===== src/rtl/scr_pkg.sv =====
package scr_pkg;
  typedef enum logic [1:0] {
    ARM_NONE  = 2'b00,
    ARM_BY_LO = 2'b01,
    ARM_BY_HI = 2'b10
  } arm_e;
endpackage


===== src/rtl/scr_arm_fsm.sv =====
module scr_arm_fsm
  import scr_pkg::*;
(
  input  logic clk,
  input  logic rst_n,
  input  logic restart,
  input  logic dbg_freeze,
  input  logic rd_en,
  input  logic rd_hi,
  output arm_e arm_st,
  output logic capture,
  output logic use_buf
);
  arm_e arm_nx;
  logic live_rd;

  // A read that takes part in the coherent mechanism.
  assign live_rd = rd_en && !dbg_freeze && !restart;
  assign capture = live_rd && (arm_st == ARM_NONE);
  assign use_buf = live_rd && (arm_st != ARM_NONE);

  always_comb begin
    arm_nx = arm_st;
    if (restart) begin
      arm_nx = ARM_NONE;
    end else if (live_rd) begin
      unique case (arm_st)
        ARM_NONE:  arm_nx = rd_hi ? ARM_BY_HI : ARM_BY_LO;
        ARM_BY_HI: arm_nx = rd_hi ? ARM_BY_HI : ARM_NONE;
        ARM_BY_LO: arm_nx = rd_hi ? ARM_NONE : ARM_BY_LO;
        default:   arm_nx = ARM_NONE;
      endcase
    end
  end

  always_ff @(posedge clk or negedge rst_n) begin
    if (!rst_n) arm_st <= ARM_NONE;
    else        arm_st <= arm_nx;
  end
endmodule


===== src/rtl/scr_hold_buf.sv =====
module scr_hold_buf #(
  parameter int CNT_W = 16
) (
  input  logic             clk,
  input  logic             rst_n,
  input  logic             capture,
  input  logic [CNT_W-1:0] cnt_in,
  output logic [CNT_W-1:0] hold_q
);
  always_ff @(posedge clk or negedge rst_n) begin
    if (!rst_n)       hold_q <= '0;
    else if (capture) hold_q <= cnt_in;
  end
endmodule


===== src/rtl/scr_out_mux.sv =====
module scr_out_mux #(
  parameter int BYTE_W = 8,
  localparam int CNT_W = 2 * BYTE_W
) (
  input  logic              clk,
  input  logic              rst_n,
  input  logic              rd_en,
  input  logic              rd_hi,
  input  logic              use_buf,
  input  logic [CNT_W-1:0]  cnt_in,
  input  logic [CNT_W-1:0]  hold_q,
  output logic [BYTE_W-1:0] rd_data
);
  logic [CNT_W-1:0]  src;
  logic [BYTE_W-1:0] lane [2];

  assign src = use_buf ? hold_q : cnt_in;

  for (genvar b = 0; b < 2; b++) begin : g_lane
    assign lane[b] = src[b*BYTE_W +: BYTE_W];
  end

  always_ff @(posedge clk or negedge rst_n) begin
    if (!rst_n)     rd_data <= '0;
    else if (rd_en) rd_data <= rd_hi ? lane[1] : lane[0];
  end
endmodule


===== src/rtl/split_count_reader.sv =====
module split_count_reader
  import scr_pkg::*;
#(
  parameter int BYTE_W = 8,
  localparam int CNT_W = 2 * BYTE_W
) (
  input  logic              clk,
  input  logic              rst_n,
  input  logic              restart,
  input  logic              dbg_freeze,
  input  logic [CNT_W-1:0]  cnt_in,
  input  logic              rd_en,
  input  logic              rd_hi,
  output logic [BYTE_W-1:0] rd_data
);
  arm_e             arm_st;
  logic             capture;
  logic             use_buf;
  logic [CNT_W-1:0] hold_q;

  scr_arm_fsm u_fsm (
    .clk        (clk),
    .rst_n      (rst_n),
    .restart    (restart),
    .dbg_freeze (dbg_freeze),
    .rd_en      (rd_en),
    .rd_hi      (rd_hi),
    .arm_st     (arm_st),
    .capture    (capture),
    .use_buf    (use_buf)
  );

  scr_hold_buf #(.CNT_W(CNT_W)) u_buf (
    .clk     (clk),
    .rst_n   (rst_n),
    .capture (capture),
    .cnt_in  (cnt_in),
    .hold_q  (hold_q)
  );

  scr_out_mux #(.BYTE_W(BYTE_W)) u_mux (
    .clk     (clk),
    .rst_n   (rst_n),
    .rd_en   (rd_en),
    .rd_hi   (rd_hi),
    .use_buf (use_buf),
    .cnt_in  (cnt_in),
    .hold_q  (hold_q),
    .rd_data (rd_data)
  );
endmodule


===== config.mk =====
export PLATFORM = sky130hd
export DESIGN_NAME = split_count_reader
export DESIGN_NICKNAME = d
export VERILOG_FILES = /design/src/rtl/scr_pkg.sv /design/src/rtl/scr_arm_fsm.sv /design/src/rtl/scr_hold_buf.sv /design/src/rtl/scr_out_mux.sv /design/src/rtl/split_count_reader.sv
export SDC_FILE = /design/constraint.sdc
export NUM_CORES = 1
export LEC_CHECK = 0
export ABC_AREA = 1
export BUFFER_PORTS_ARGS = -buffer_cell sky130_fd_sc_hd__buf_2
export CORE_ASPECT_RATIO = 0.9
export CORE_MARGIN = 4
export CORE_UTILIZATION = 34
export CTS_CLUSTER_DIAMETER = 40
export DETAILED_ROUTE_END_ITERATION = 10
export SLEW_MARGIN = 20
export SYNTH_ARGS = -nofsm -noshare
export SYNTH_HDL_FRONTEND = slang
export SYNTH_SLANG_ARGS = --single-unit

===== constraint.sdc =====
create_clock -name clk -period 3.2 [get_ports clk]
set_input_delay 0.16 -clock clk [delete_from_list [all_inputs] [get_ports clk]]
set_output_delay 0.16 -clock clk [all_outputs]
set_load 0.005 [all_outputs]

==> impl_metrics.json <==
{
  "top_usage_layer": "met2",
  "diodes": 0,
  "yosys.area.top_type": "dfrtp_1",
  "globalRouteMet1Util_pct": 16.4,
  "hold_viol": 0,
  "required_ps": 3360,
  "routed_wl_mm": 3.10,
  "avgSynthCellArea_sq_um": 8.09,
  "grt_pass1_vias": 1214,
  "cp_num_buf_inv": 1,
  "hp-class": "in2reg",
  "syn_to_final_growth_pct": 11.3,
  "grt_max_degree": 33,
  "cp.arrival_ps": 1520,
  "synth_top_area_share_pct": 41.5,
  "crit_fanout": 17,
  "fin_tns_setup_ps": 0,
  "syn_inst": 194,
  "grt_pass1_wl_mm": 5.43,
  "antenna_found_initial": 0,
  "clk-insertion-delay-late_ps": 270,
  "grtUsageTotal_pct": 12.1,
  "post-route-min-period_ps": 1360,
  "cts_root_buffer": "clkbuf_8",
  "place_congestion": 0.781,
  "max_clock_freq_mhz": 738,
  "drt_iter0_markers": 68,
  "crit_family": "simple AND/OR/NAND/NOR gates",
  "synth_cell_type_count": 18,
  "ys_seq_elements": 26,
  "cts_buffers": 3,
  "die_w_microns": 79.6,
  "met3_usage_pct": 1.99,
  "die_area_sq_mm": 0.00577,
  "postCtsSetupRepairBufs": 0,
  "yosys-top-cells-area": "dfrtp_1 (41%), nand2_1 (16%), inv_1 (7.7%)",
  "relSlewSlack_pct": 61.4,
  "slew_violations": 0,
  "synth_warnings": 0,
  "outcome": "finished clean",
  "portBuffers": 29,
  "tightestPinTransition_ps": 579,
  "peakVddDrop_v": 0.000196,
  "startpoint_type": "flop",
  "p_leak_nw": 0.957,
  "synth_seq_area_share_pct": 41.5,
  "final_cell_mix": "nand2_1 (65), inv_1 (32), buf_2 (29), dfrtp_1 (26), nand3_1 (23)",
  "hpwl_mm": 2.30,
  "drive_gt1_share_pct": 25.6,
  "finalCritPeriodShare_pct": 42.4,
  "critPathCaptureType": "flop",
  "clock-sinks": 26,
  "clk_pin_slew_ps": 90,
  "fin_ws_ps": 1840,
  "critical_path.most_common_cell": "nand2_1",
  "avgViaCountPerCell": 4.32,
  "setup-violations-final": 0,
  "critPathLaunch": "u_fsm.arm_st[1]$_DFFE_PN0P_",
  "cp_slowest_cell": "dfrtp_1",
  "vias": 1215,
  "drc": 0,
  "final_common_cell": "nand2_1",
  "p_per_area_mw_per_mm2": 439,
  "syn-cell-area_sq_mm": 0.00157,
  "synth_fp_nets": 216,
  "fin_nets": 243,
  "crit_path_max_incr_delay_ps": 410,
  "critical_path_class": "reg2reg",
  "post-place-ws_ps": 1730,
  "final_antenna_net_count": 0,
  "pin_count": 30,
  "wire_per_inst_microns": 11.0,
  "rows": 23,
  "maxCapViolations": 0,
  "hold_start": "cnt_in[13]",
  "timing.rr.start": "u_fsm.arm_st[1]$_DFFE_PN0P_",
  "cts_max_level": 1,
  "cts_tree": "built",
  "die_h_microns": 72.4,
  "first_pass_iters": 4,
  "skew_ps": 3.47,
  "use_met2_pct": 18.4,
  "coreArea_sq_mm": 0.00446,
  "cp_cell_sequence": "inv_2 > nand2_8 > nand3_4 > nand2_1 > nand3_1 > nand2_1 > nand2_1 > nand2_1",
  "rsz0062_at_grt": "no",
  "cts_buffer_depth": 2,
  "fin_util_pct": 39.2,
  "initial_core_util_pct": 35.2,
  "grt_overflow": 0
}
[what timing repair did]
action / in CTS / in global routing
gates resized for setup: 0 / 0
hold buffers: 1 / 0
setup endpoints to repair: 0 / 0
hold endpoints to repair: 26 / 0
[layout make-up]
class	count	area, sq um
fill	479	2710
multi-input combinational	121	668
sequential	26	651
timing repair buffer	30	155
inverter	39	154
tap	62	77.6
clock buffer	3	41.3
[through the flow]
step	cells	area, sq um	power (mW)	hold WS, ps
floorplan	194	1570	0.542	-136
detailed placement	277	1700	0.593	205
global route	281	1750	0.823	151
global placement	277	1700	0.589	193
CTS	281	1750	0.780	144
finish	281	1750	0.766	148
[per-layer routing]
metal / share of wire (%) / up-vias
met4: 3.1 / 0
li1: - / 652
met2: 42 / 23
met1: 50 / 531
met5: 0 / -
met3: 4.7 / 9
[cells by family after synthesis]
kind of cell,after synthesis,synth area share (%)
and+or+nand+nor,103,35.4
buffers and inverters,47,15.9
DFF,26,41.5
AOI/OAI and AO/OA,18,7.18
[where the power goes]
part | internal (mW) | switching, mW | total [mW]
logic | 0.0665 | 0.105 | 0.172
clock network | 0.0843 | 0.0977 | 0.182
registers | 0.384 | 0.0286 | 0.412
total | 0.534 | 0.232 | 0.766
[registers in the layout, indices dropped and copies added (netlist names)]
| name | count |
|---|---|
| u_buf.hold_q | 16 |
| u_mux.rd_data | 8 |
| u_fsm.arm_st | 2 |
[synthesized netlist by cell type, drive strengths merged]
| cell | number |
|---|---|
| buf | 8 |
| clkinv | 1 |
| dfrtp | 26 |
| inv | 38 |
| nand2 | 67 |
| nand3 | 34 |
| nor2 | 2 |
| o21ai | 16 |
| o32ai | 2 |
[worst reg2reg max path: cells and delay by family (launching register included)]
kind / cells / cell delay (ps)
buffers and inverters: 1 / 150
DFF: 1 / 410
and+or+nand+nor: 7 / 710
[final timing paths]
| kind | end | slack [ps] | depth (start not counted) |
|---|---|---|---|
| min in group asynchronous | u_buf.hold_q[11]$_DFFE_PN0P_ | 410 | 2 |
| max reg2reg | u_mux.rd_data[5]$_DFFE_PN0P_ | 1840 | 8 |
| max in group asynchronous | u_buf.hold_q[10]$_DFFE_PN0P_ | 2400 | 2 |
| min | u_buf.hold_q[13]$_DFFE_PN0P_ | 150 | 3 |
| max | u_mux.rd_data[5]$_DFFE_PN0P_ | 1840 | 8 |
| min reg2reg | u_mux.rd_data[0]$_DFFE_PN0P_ | 480 | 2 |
Power figures use the tool's default switching activity.
